$ cat src/rtl/prot_fault_pkg.sv
package prot_fault_pkg;

    typedef enum logic [1:0] {
        FS_IDLE  = 2'd0,
        FS_COUNT = 2'd1,
        FS_ALERT = 2'd2,
        FS_HALT  = 2'd3
    } fs_state_e;

endpackage

$ cat src/rtl/prot_fault_collect.sv
module prot_fault_collect #(
    parameter bit HS_EN = 1'b1
) (
    input  logic clk,
    input  logic en_i,
    input  logic ov_i,
    input  logic oc_i,
    input  logic arc_i,
    input  logic hs_i,
    input  logic sweep_done_i,
    input  logic lamps_on_i,
    input  logic ext_fault_i,
    input  logic loop_closed_i,
    input  logic ignore_ext_i,
    output logic int_fault_o,
    output logic ext_fault_o
);

    logic hs_use;
    logic ign_fail;
    logic int_raw;
    logic ext_raw;

    generate
        if (HS_EN) begin : g_hs
            assign hs_use = hs_i;
        end else begin : g_no_hs
            assign hs_use = 1'b0;
        end
    endgenerate

    // Sweep finished at minimum frequency but lamps never came on
    assign ign_fail = sweep_done_i & ~lamps_on_i;
    assign int_raw  = ov_i | oc_i | arc_i | hs_use | ign_fail;
    // External request only counts with the current loop closed
    assign ext_raw  = ext_fault_i & loop_closed_i & ~ignore_ext_i;

    always_ff @(posedge clk) begin
        if (!en_i) begin
            int_fault_o <= 1'b0;
            ext_fault_o <= 1'b0;
        end else begin
            int_fault_o <= int_raw;
            ext_fault_o <= ext_raw;
        end
    end

endmodule

$ cat src/rtl/prot_cycle_counter.sv
module prot_cycle_counter #(
    parameter int CNT_W = 4
) (
    input  logic             clk,
    input  logic             en_i,
    input  logic             clr_i,
    input  logic             inc_i,
    output logic [CNT_W-1:0] cnt_o
);

    localparam logic [CNT_W-1:0] CNT_MAX = {CNT_W{1'b1}};

    always_ff @(posedge clk) begin
        if (!en_i || clr_i) begin
            cnt_o <= '0;
        end else if (inc_i && cnt_o != CNT_MAX) begin
            cnt_o <= cnt_o + 1'b1;
        end
    end

endmodule

$ cat src/rtl/prot_fault_seq.sv
module prot_fault_seq
    import prot_fault_pkg::*;
#(
    parameter int CNT_W    = 4,
    parameter int ALERT_AT = 1,
    parameter int HALT_AT  = 15,
    parameter bit HS_EN    = 1'b1
) (
    input  logic clk,
    input  logic en_i,
    input  logic tick_i,
    input  logic ov_i,
    input  logic oc_i,
    input  logic arc_i,
    input  logic hs_i,
    input  logic ext_fault_i,
    input  logic loop_closed_i,
    input  logic sweep_done_i,
    input  logic lamps_on_i,
    output logic fault_n_o,
    output logic stop_o,
    output logic dim_inhibit_o,
    output logic sync_inhibit_o
);

    localparam logic [CNT_W-1:0] ALERT_LAST = CNT_W'(ALERT_AT - 1);
    localparam logic [CNT_W-1:0] HALT_LAST  = CNT_W'(HALT_AT - 1);

    fs_state_e        state_q, state_d;
    logic             int_q, ext_q, any_q;
    logic             self_q, self_d;
    logic             cnt_inc, cnt_clr;
    logic [CNT_W-1:0] cnt;

    prot_fault_collect #(.HS_EN(HS_EN)) u_collect (
        .clk          (clk),
        .en_i         (en_i),
        .ov_i         (ov_i),
        .oc_i         (oc_i),
        .arc_i        (arc_i),
        .hs_i         (hs_i),
        .sweep_done_i (sweep_done_i),
        .lamps_on_i   (lamps_on_i),
        .ext_fault_i  (ext_fault_i),
        .loop_closed_i(loop_closed_i),
        .ignore_ext_i (self_q),
        .int_fault_o  (int_q),
        .ext_fault_o  (ext_q)
    );

    assign any_q   = int_q | ext_q;
    assign cnt_inc = tick_i & any_q &
                     ((state_q == FS_COUNT) || (state_q == FS_ALERT));
    assign cnt_clr = (state_d == FS_IDLE);

    prot_cycle_counter #(.CNT_W(CNT_W)) u_count (
        .clk  (clk),
        .en_i (en_i),
        .clr_i(cnt_clr),
        .inc_i(cnt_inc),
        .cnt_o(cnt)
    );

    // Next-state decision
    always_comb begin
        state_d = state_q;
        unique case (state_q)
            FS_IDLE: begin
                if (any_q) state_d = FS_COUNT;
            end
            FS_COUNT: begin
                if (!any_q)                         state_d = FS_IDLE;
                else if (tick_i && cnt == ALERT_LAST) state_d = FS_ALERT;
            end
            FS_ALERT: begin
                if (!any_q)                        state_d = FS_IDLE;
                else if (tick_i && cnt == HALT_LAST) state_d = FS_HALT;
            end
            FS_HALT: begin
                state_d = FS_HALT;
            end
        endcase
    end

    // Ignore-external flag: set while alerting on an internal fault
    always_comb begin
        self_d = self_q;
        if (state_d == FS_IDLE)
            self_d = 1'b0;
        else if (state_d == FS_ALERT && int_q)
            self_d = 1'b1;
    end

    // State register
    always_ff @(posedge clk) begin
        if (!en_i) begin
            state_q <= FS_IDLE;
            self_q  <= 1'b0;
        end else begin
            state_q <= state_d;
            self_q  <= self_d;
        end
    end

    // Outputs
    always_comb begin
        fault_n_o      = 1'b1;
        stop_o         = 1'b0;
        dim_inhibit_o  = int_q;
        sync_inhibit_o = int_q;
        unique case (state_q)
            FS_IDLE, FS_COUNT: begin
            end
            FS_ALERT: begin
                fault_n_o = 1'b0;
            end
            FS_HALT: begin
                fault_n_o      = 1'b0;
                stop_o         = 1'b1;
                dim_inhibit_o  = 1'b1;
                sync_inhibit_o = 1'b1;
            end
        endcase
    end

endmodule

$ cat config.mk
export PLATFORM = sky130hd
export DESIGN_NAME = prot_fault_seq
export DESIGN_NICKNAME = d
export VERILOG_FILES = /design/src/rtl/prot_fault_pkg.sv /design/src/rtl/prot_fault_collect.sv /design/src/rtl/prot_cycle_counter.sv /design/src/rtl/prot_fault_seq.sv
export SDC_FILE = /design/constraint.sdc
export NUM_CORES = 1
export LEC_CHECK = 0
export BUFFER_PORTS_ARGS = -buffer_cell sky130_fd_sc_hd__buf_2
export CORE_AREA = 2 2 39 41
export CTS_BUF_LIST = sky130_fd_sc_hd__clkbuf_2
export CTS_CLUSTER_SIZE = 12
export DETAILED_ROUTE_END_ITERATION = 12
export DIE_AREA = 0 0 41 43
export PLACE_DENSITY = 0.67
export SKIP_CTS_REPAIR_TIMING = 1
export SLEW_MARGIN = 20
export SYNTH_ARGS = -nofsm -noshare
export SYNTH_HDL_FRONTEND = slang
export SYNTH_SLANG_ARGS = --single-unit
$ cat constraint.sdc
create_clock -name clk -period 4.9 [get_ports clk]
set_clock_uncertainty 0.15 [all_clocks]
set_input_delay 0.98 -clock clk [delete_from_list [all_inputs] [get_ports clk]]
set_output_delay 0.98 -clock clk [all_outputs]
set_load 0.01 [all_outputs]
==> impl_metrics.json, run 1 <==
{
  "finalSetupTns_ns": 0,
  "outcome": "finished clean",
  "cp_cell_sequence": "ha_1 > or2_2 > buf_2",
  "setup_violations": 0,
  "drive_gt1_frac": 0.288,
  "critPathMaxStageDelay_ns": 0.35,
  "syn_to_final_growth_pct": 18.0,
  "finalHoldViolCount": 0,
  "fmax_ghz": 0.410,
  "crit_type": "flip-flop to output pin",
  "vias": 498,
  "critPathBufInv": 1,
  "start_util": 0.412,
  "start_kind": "flip-flop",
  "drt_iter0_drc": 6,
  "die_area_um2": 1760,
  "cts.clk_slew.worst_paths_ns": 0.08,
  "rsz0062_at_grt": "no",
  "grt_pass1_vias": 418,
  "die_w_um": 41,
  "cts.htree.levels": 1,
  "fillers": 145,
  "cap_violations": 0,
  "slew_violations": 0,
  "leakagePower_nw": 0.290,
  "grt_pass1_wl_mm": 1.64,
  "cts_buffers": 3,
  "worst_slack_ns": 2.46,
  "wl_per_cell_um": 10.5,
  "num_rows": 14,
  "port_buffers": 14,
  "cp.arrival_ns": 1.31,
  "first_pass_iters": 4,
  "fin_nets": 99,
  "ir_drop_mv": 0.198,
  "ys_seq_area_frac": 0.316,
  "io_pins": 15,
  "cts_root_buf": "clkbuf_2",
  "yosysTopAreaCell": "dfxtp_1",
  "fin_area_um2": 673,
  "path_max_fanout": 6,
  "syn_inst": 63,
  "synth_cell_types": 28,
  "grt_antenna_before_repair": 0,
  "end_kind": "output pin",
  "clockBufferDepth": 2,
  "tritoncts": "yes",
  "layout_min_cycle_time_ns": 2.44,
  "multiInputGateArea_um2": 349,
  "worst_ep_required_time_ns": 3.77,
  "place_ws_ns": 2.65,
  "insertion_delay_ns": 0.23,
  "crit_family": "flip-flops",
  "cp_slowest_cell": "dfxtp_1",
  "drc": 0,
  "grt_overflow_total": 0,
  "clock_sinks": 9,
  "finalWirelength_mm": 1.01,
  "regArea_um2": 180,
  "max_slew.worst_pin.slew_ns": 0.487,
  "dieHeight_um": 43,
  "vias_per_cell": 5.19,
  "synth_fp_nets": 81,
  "hold_class": "flip-flop to flip-flop",
  "syn_area_um2": 571,
  "hpwl_um": 808,
  "final_antenna_net_count": 0,
  "maxSlewHeadroom": 0.674,
  "core_area_um2": 1380,
  "synth_seq_cells": 9,
  "p_per_area_nw_per_um2": 430,
  "diodes": 0,
  "netlist_top_cells_area": "dfxtp_1 32%, ha_1 15%, inv_1 5.9%, a21oi_1 5.3%, xnor2_1 4.6%",
  "post_synth.cell_area_avg_um2": 9.06,
  "ys_warn_count": 0,
  "synth.top_cell.area_share": 0.316,
  "place_congestion": 0.708,
  "post-route-util": 0.486,
  "track_usage": 0.138,
  "grt_start_max_net_pins": 8,
  "fin_crit_sh": 0.498,
  "placement.cell_area_um2": 653
}
where the power goes:
group          leakage (nW)  switching [mW]  total, mW  internal (mW)
sequential           0.0735          0.0139      0.101         0.0873
combinational         0.199          0.0797      0.142         0.0627
clock                0.0166          0.0240     0.0457         0.0217
layer usage:
| layer | routed length (um) | GRT usage |
|---|---|---|
| met1 | 518 | 0.176 |
| met2 | 449 | 0.194 |
| met3 | 30 | 0.0314 |
| met4 | 8 | 0.100 |
| met5 | 0 | 0 |
Yosys cell counts:
cell,n
dfxtp_1,9
inv_1,9
ha_1,7
a21oi_1,6
nor2_1,3
xnor2_1,3
a311oi_1,2
nor3_1,2
o211ai_1,2
o21ai_0,2
a211oi_1,1
a21bo_1,1
a21o_2,1
a221o_2,1
a22oi_1,1
a22oi_2,1
a31oi_1,1
buf_4,1
mux2i_1,1
nand2_1,1
nand2b_1,1
nand3_1,1
nand4_2,1
nand4bb_1,1
nor4_1,1
o2111ai_1,1
o31ai_1,1
or2_2,1
kinds of logic after synthesis:
| kind of cell | after synthesis | synth area share |
|---|---|---|
| flops | 9 | 0.316 |
| mux | 1 | 0.0175 |
| simple gates | 12 | 0.127 |
| buf+inv | 10 | 0.0724 |
| xor+xnor | 3 | 0.0461 |
| compound gates | 21 | 0.268 |
| fa+ha+maj | 7 | 0.154 |
path summary, 6_finish.rpt:
| check | end | slack [ns] | depth (start not counted) | startpoint |
|---|---|---|---|---|
| max | dim_inhibit_o | 2.46 | 3 | state_q[0]$_SDFF_PN0_ |
| min | u_collect.ext_fault_o$_SDFF_PN0_ | 0.28 | 1 | self_q$_SDFFE_PP0P_ |
| min reg2reg | u_collect.ext_fault_o$_SDFF_PN0_ | 0.28 | 1 | self_q$_SDFFE_PP0P_ |
| max reg2reg | self_q$_SDFFE_PP0P_ | 2.98 | 6 | state_q[0]$_SDFF_PN0_ |
area by class of cell:
cell class	instances	area share
multi-input cells	44	0.519
clock buffers	4	0.0297
inverters	9	0.0502
repair buffers	14	0.104
well taps	16	0.0297
flip-flops and latches	9	0.268
cell usage in the layout, fill, tap and decap left out, types with 2 or more instances in the layout:
master	netlist	final
nor3_1	2	2
ha_1	7	7
buf_2	0	14
o21ai_0	2	2
clkbuf_2	0	4
a21oi_1	6	6
a311oi_1	2	2
nor2_1	3	3
inv_1	9	9
o211ai_1	2	2
dfxtp_1	9	9
xnor2_1	3	3
state kept, by name (all words and copies together), names as in the netlist:
name	count
u_count.cnt_o	4
state_q	2
self_q	1
u_collect.ext_fault_o	1
u_collect.int_fault_o	1
stage by stage:
stage                     hold slack, ns  instances  total power [mW]
after detailed placement           0.269         92             0.246
after global routing               0.309         96             0.320
after floorplan                    0.247         63             0.213
after CTS                          0.289         96             0.293
final                              0.275         96             0.289
after global placement             0.259         92             0.246
(Power assumes the default switching activity.)
==> run 2: changes to the inputs <==
--- a/config.mk
+++ b/config.mk
@@ -5,13 +5,14 @@
 export SDC_FILE = /design/constraint.sdc
 export NUM_CORES = 1
 export LEC_CHECK = 0
+export ABC_AREA = 1
 export BUFFER_PORTS_ARGS = -buffer_cell sky130_fd_sc_hd__buf_2
 export CORE_AREA = 2 2 39 41
 export CTS_BUF_LIST = sky130_fd_sc_hd__clkbuf_2
 export CTS_CLUSTER_SIZE = 12
 export DETAILED_ROUTE_END_ITERATION = 12
 export DIE_AREA = 0 0 41 43
-export PLACE_DENSITY = 0.67
+export PLACE_DENSITY = 0.73
 export SKIP_CTS_REPAIR_TIMING = 1
 export SLEW_MARGIN = 20
 export SYNTH_ARGS = -nofsm -noshare
==> constraint.sdc (replaced) <==
create_clock -name clk -period 2 [get_ports clk]
set_clock_uncertainty 0.15 [all_clocks]
set_input_delay 0.4 -clock clk [delete_from_list [all_inputs] [get_ports clk]]
set_output_delay 0.4 -clock clk [all_outputs]
set_load 0.01 [all_outputs]
==> run 2 against run 1 <==
Against the previous run:
- combinational power rose to 3.0 times the previous value
- via count rose by 11%
- critical path depth grew 1
- hold slack worse by 0.059 ns
- flip-flop and latch count stayed put
- largest cell class unchanged
- die area stayed put
- critical endpoint is now fault_n_o
- non-clock buffer count unchanged
==> impl_metrics.json, run 2 <==
{
  "syn_area_um2": 607,
  "grt_pass1_vias": 504,
  "synth_ff_type": "dfxtp_1",
  "grt_overflow_total": 0,
  "layout_min_cycle_time_ns": 1.79,
  "ys_seq_area_frac": 0.297,
  "cp.arrival_ns": 1.24,
  "max_slew.worst_pin.slew_ns": 0.297,
  "final_antenna_net_count": 0,
  "num_rows": 14,
  "path_max_fanout": 5,
  "hpwl_um": 931,
  "finalWirelength_mm": 1.12,
  "fin_nets": 123,
  "fin_crit_sh": 0.896,
  "cts.clk_slew.worst_paths_ns": 0.09,
  "synthArstFlopShare": 0,
  "synth_fp_nets": 105,
  "rsz0062_at_grt": "no",
  "leakagePower_nw": 0.395,
  "synth.top_cell.area_share": 0.297,
  "reg2reg_slack_ns": 0.30,
  "p_per_area_nw_per_um2": 1100,
  "final_cell_mix": "21 x nand2_1, 18 x inv_1, 14 x buf_2",
  "grt_start_max_net_pins": 7,
  "finalHoldViolCount": 0,
  "netlist_top_cells_area": "dfxtp_1 30%, ha_1 14%, nand2_1 13%, inv_1 11%, nor2_1 4.3%",
  "synth_compound_area_frac": 0.0990,
  "crit_type": "flip-flop to output pin",
  "vias": 554,
  "cts_buffers": 3,
  "synth_most_common_cell": "nand2_1",
  "post_synth.cell_area_avg_um2": 6.98,
  "crit_path_end": "fault_n_o",
  "port_buffers": 14,
  "hold_class": "input port to flip-flop",
  "drt_iter0_drc": 0,
  "die_area_um2": 1760,
  "cap_violations": 0,
  "syn_inst": 87,
  "fillers": 146,
  "track_usage": 0.161,
  "outcome": "finished clean",
  "synth_edf_count": 0,
  "cts_root_buf": "clkbuf_2",
  "largest_register": "u_count.cnt_o",
  "insertion_delay_ns": 0.24,
  "end_kind": "output pin",
  "vias_per_cell": 4.62,
  "synth_fa_ha_area_frac": 0.144,
  "worst_r2r_path_depth": 10,
  "cts.htree.levels": 1,
  "diodes": 0,
  "synth_top_family_by_area": "simple AND/OR/NAND/NOR gates",
  "synthTopCellsByCount": "21 x nand2_1, 18 x inv_1, 9 x dfxtp_1",
  "fmax_ghz": 0.558,
  "start_util": 0.439,
  "synth_seq_cells": 9,
  "core_area_um2": 1380,
  "placement.cell_area_um2": 689,
  "tritoncts": "yes",
  "ys_warn_count": 0,
  "worst_ep_required_time_ns": 1.45,
  "clockBufferDepth": 2,
  "start_kind": "flip-flop",
  "grt_pass1_wl_mm": 1.90,
  "synthSimpleGateAreaFrac": 0.287,
  "final_common_cell": "nand2_1",
  "clock_sinks": 9,
  "slew_violations": 0,
  "synth_cell_types": 18,
  "place_congestion": 0.757,
  "drive_gt1_frac": 0.221,
  "io_pins": 15,
  "fin_area_um2": 709,
  "largest_register_ffs": 4,
  "setup_violations": 0,
  "ir_drop_mv": 0.668,
  "maxSlewHeadroom": 0.800,
  "dieHeight_um": 43,
  "reg2reg_to": "self_q$_SDFFE_PP0P_",
  "first_pass_iters": 1,
  "synth-xor-area-share": 0.0433,
  "reg_top3": "u_count.cnt_o x4, state_q x2",
  "die_w_um": 41,
  "synth.mux.area_fraction": 0,
  "finalSetupTns_ns": 0,
  "wl_per_cell_um": 9.29,
  "syn_to_final_growth_pct": 16.9,
  "grt_antenna_before_repair": 0,
  "drc": 0,
  "r2r-start": "state_q[0]$_SDFF_PN0_",
  "yosysTopAreaCell": "dfxtp_1",
  "cp-startpoint": "state_q[0]$_SDFF_PN0_"
}
[run 2: layout make-up]
type                       instances  area, um^2  share of cell area
timing repair buffer              14        70.1              0.0988
tap                               16        20.0              0.0282
clock buffer                       4        20.0              0.0282
inverter                          19        71.3               0.101
sequential                         9         180               0.254
multi-input combinational         58         348               0.490
[run 2: cells by family after synthesis]
kind of cell	count (synthesis)
fa+ha+maj	7
flops	9
xor+xnor	3
buf+inv	20
compound gates	11
simple gates	37
[run 2: worst min path at each step]
stage                   startpoint                               end  slack [ns]  cells after the start
3_5_place_dp   self_q$_SDFFE_PP0P_  u_collect.ext_fault_o$_SDFF_PN0_        0.32                      3
4_1_cts              loop_closed_i  u_collect.ext_fault_o$_SDFF_PN0_        0.20                      3
3_3_place_gp   self_q$_SDFFE_PP0P_  u_collect.ext_fault_o$_SDFF_PN0_        0.31                      3
5_1_grt              loop_closed_i  u_collect.ext_fault_o$_SDFF_PN0_        0.21                      3
6_report             loop_closed_i  u_collect.ext_fault_o$_SDFF_PN0_        0.22                      3
2_1_floorplan  self_q$_SDFFE_PP0P_  u_collect.ext_fault_o$_SDFF_PN0_        0.29                      3
[run 2: metal layers]
metal  vias up  part of all wire  wire length (um)  global-route usage
li1        302                 -                 -                   -
met1       240              0.46               517               0.187
met2         8              0.48               540               0.244
met3         4             0.023                26              0.0157
met4         0             0.027                30               0.140
met5         -                 0                 0                   0
[run 2: where the power goes]
group          leakage (nW)  total [mW]  internal (mW)  switching (mW)
Sequential           0.0735       0.248          0.213          0.0349
Clock                0.0166       0.114         0.0532          0.0613
Combinational         0.305       0.420          0.153           0.266
Total                 0.395       0.782          0.420           0.362
[run 2: stage by stage]
| stage | hold slack, ns | utilization | cells | power (mW) | setup slack (ns) |
|---|---|---|---|---|---|
| finish | 0.216 | 0.513 | 120 | 0.782 | 0.209 |
| global route | 0.214 | 0.513 | 120 | 0.860 | 0.105 |
| CTS | 0.204 | 0.513 | 120 | 0.790 | 0.199 |
| detailed placement | 0.317 | 0.498 | 116 | 0.672 | 0.339 |
| global placement | 0.309 | 0.498 | 116 | 0.654 | 0.406 |
| floorplan | 0.293 | - | 87 | 0.573 | 0.508 |
[run 2: worst max-delay path, cell delays in order, from the launching register on]
cell and delay [ns]:
dfxtp_1 0.42, inv_1 0.11, ha_1 0.24, nor2_1 0.10, buf_2 0.13
==> run 3: changes to the inputs <==
--- a/config.mk
+++ b/config.mk
@@ -12,9 +12,10 @@
 export CTS_CLUSTER_SIZE = 12
 export DETAILED_ROUTE_END_ITERATION = 12
 export DIE_AREA = 0 0 41 43
-export PLACE_DENSITY = 0.73
+export PLACE_DENSITY_LB_ADDON = 0.2
 export SKIP_CTS_REPAIR_TIMING = 1
 export SLEW_MARGIN = 20
 export SYNTH_ARGS = -nofsm -noshare
 export SYNTH_HDL_FRONTEND = slang
+export SYNTH_HIERARCHICAL = 1
 export SYNTH_SLANG_ARGS = --single-unit
==> run 3 against run 2 <==
Against the previous run:
- clock power barely moved
- largest cell class unchanged
- power rose by 4.4%
- critical endpoint is now u_count/cnt_o[0]$_SDFFE_PP0P_
- sequential share of layout area decreased by 0.40 points
- critical path type is now flip-flop to flip-flop
- sequential power about the same
- core utilization up 0.81 points
- critical path depth increased by 8
- combinational power grew 8.6%
- largest power group unchanged
==> impl_metrics.json, run 3 <==
{
  "grt_start_max_net_pins": 8,
  "path_max_fanout": 4,
  "cts.clk_slew.worst_paths_ns": 0.10,
  "cts_buffers": 3,
  "crit_type": "flip-flop to flip-flop",
  "first_pass_iters": 4,
  "hpwl_um": 978,
  "final_common_cell": "nand2_1",
  "crit_family": "flip-flops",
  "syn_inst": 98,
  "yosysTopAreaCell": "dfxtp_1",
  "slew_violations": 0,
  "max_slew.worst_pin.slew_ns": 0.289,
  "drive_gt1_frac": 0.217,
  "r2r-start": "state_q[1]$_SDFF_PN0_",
  "outcome": "finished clean",
  "vias": 607,
  "synth_edf_count": 0,
  "rsz0062_at_grt": "no",
  "critPathBufInv": 4,
  "cp.arrival_ns": 1.79,
  "final_cell_mix": "22 x nand2_1, 21 x nor2_1, 19 x inv_1",
  "fmax_ghz": 0.559,
  "hold_end": "u_collect/ext_fault_o$_SDFF_PN0_",
  "clockBufferDepth": 2,
  "ys_warn_count": 6,
  "port_buffers": 14,
  "crit_cells": 12,
  "setup_violations": 0,
  "p_per_area_nw_per_um2": 1130,
  "synth.top_cell.area_share": 0.295,
  "track_usage": 0.172,
  "ir_drop_mv": 0.532,
  "worstHoldPathCells": 3,
  "synthTopCellsByCount": "22 x nand2_1, 22 x nor2_1, 19 x inv_1",
  "cp_cell_sequence": "inv_1 > ha_1 > inv_1 > nand2_1 > inv_1 > a21oi_1 > o21ai_1 > nand2_1 > inv_1 > nor2_4 > o21ai_0 > nor2_1",
  "hold_class": "input port to flip-flop",
  "worst_r2r_path_depth": 12,
  "diodes": 0,
  "vias_per_cell": 4.63,
  "worst_path_most_repeated_cell": "inv_1",
  "syn_to_final_growth_pct": 18.0,
  "leakagePower_nw": 0.386,
  "fin_crit_sh": 0.895,
  "fin_nets": 132,
  "finalHoldViolCount": 0,
  "grt_overflow_total": 0,
  "post_synth.cell_area_avg_um2": 6.23,
  "largest_register_ffs": 4,
  "tritoncts": "yes",
  "synth_cell_types": 15,
  "wl_per_cell_um": 9.25,
  "end_kind": "flip-flop",
  "die_w_um": 41,
  "critPathMaxStageDelay_ns": 0.39,
  "largest_register": "u_count/cnt_o",
  "synthArstFlopShare": 0,
  "num_rows": 14,
  "cap_violations": 0,
  "reg_top3": "u_count/cnt_o x4, state_q x2",
  "hp-start": "loop_closed_i",
  "hold_ws_ns": 0.229,
  "die_area_um2": 1760,
  "synth_ff_type": "dfxtp_1",
  "synth_seq_cells": 9,
  "drt_iter0_drc": 7,
  "start_util": 0.441,
  "syn_area_um2": 611,
  "start_kind": "flip-flop",
  "cp_slowest_cell": "dfxtp_1",
  "worst_ep_required_time_ns": 2.00,
  "cts_root_buf": "clkbuf_2",
  "layout_min_cycle_time_ns": 1.79,
  "grt_antenna_before_repair": 0,
  "ys_seq_area_frac": 0.295,
  "finalSetupTns_ns": 0,
  "reg2reg_to": "u_count/cnt_o[0]$_SDFFE_PP0P_",
  "clock_sinks": 9,
  "finalWirelength_mm": 1.21,
  "place_congestion": 0.736,
  "final_antenna_net_count": 0,
  "core_area_um2": 1380,
  "synth_fp_nets": 114,
  "maxSlewHeadroom": 0.805,
  "reg2reg_slack_ns": 0.21,
  "drc": 0,
  "cts.htree.levels": 1,
  "grt_pass1_vias": 564,
  "io_pins": 15,
  "grt_pass1_wl_mm": 2.01,
  "insertion_delay_ns": 0.25,
  "dieHeight_um": 43,
  "netlist_top_cells_area": "dfxtp_1 30%, nand2_1 14%, nor2_1 14%, inv_1 12%, ha_1 10%"
}
run 3: changes by cell type after synthesis, sizes merged:
| cell | delta |
|---|---|
| o21bai | +1 |
| a21boi | -2 |
| xor2 | -2 |
| xnor2 | -1 |
| nor2 | +15 |
| nor3b | +1 |
| nand2 | +2 |
| nand3 | +1 |
| a21oi | -1 |
| nor4 | -1 |
| ha | -2 |
run 3: where the power goes:
part           switching (mW)  internal [mW]
clock                  0.0656         0.0453
combinational           0.280          0.175
sequential             0.0375          0.213
total                   0.383          0.434
run 3: cells by family (layout without fill, tap and decap cells):
group | count (synthesis) | after routing | share of synthesized area
and+or+nand+nor | 55 | 55 | 0.389
buffers and inverters | 20 | 37 | 0.129
AOI/OAI and AO/OA | 9 | 9 | 0.0840
DFF | 9 | 9 | 0.295
adders and majority gates | 5 | 5 | 0.102
run 3: stage by stage:
step	area [um^2]	utilization	total power, mW	setup WS (ns)	cells
after floorplan	611	-	0.587	0.385	98
after global placement	693	0.501	0.675	0.173	127
after detailed placement	693	0.501	0.691	0.137	127
after CTS	713	0.515	0.810	0.122	131
after global routing	721	0.521	0.915	0.0111	131
final	721	0.521	0.817	0.210	131
run 3: routing by layer:
layer  GRT usage  up-vias  routed length [um]
li1            -      330                   -
met1       0.176      260                 544
met2       0.278       15                 606
met3      0.0471        2                  52
met4       0.120        0                   9
met5           0        -                   0
run 3: area by class of cell:
class	instances	area [um^2]
clock buffers	3	15.0
clock inverters	1	5.00
well taps	16	20.0
repair buffers	14	70.1
flip-flops and latches	9	180
inverters	19	71.3
fillers	150	663
multi-input cells	69	359
run 3: tightest hold or removal path, cell delays in order:
cell and delay (ns):
buf_2 0.09, nand2_1 0.06, nor3b_2 0.04
run 3: worst max path at each step:
stage	startpoint	endpoint	slack, ns
finish	state_q[1]$_SDFF_PN0_	u_count/cnt_o[0]$_SDFFE_PP0P_	0.21
global route	state_q[0]$_SDFF_PN0_	u_count/cnt_o[0]$_SDFFE_PP0P_	0.01
CTS	state_q[1]$_SDFF_PN0_	u_count/cnt_o[1]$_SDFFE_PP0P_	0.12
detailed placement	state_q[1]$_SDFF_PN0_	u_count/cnt_o[1]$_SDFFE_PP0P_	0.14
global placement	state_q[1]$_SDFF_PN0_	u_count/cnt_o[2]$_SDFFE_PP0P_	0.17
floorplan	state_q[0]$_SDFF_PN0_	u_count/cnt_o[2]$_SDFFE_PP0P_	0.39
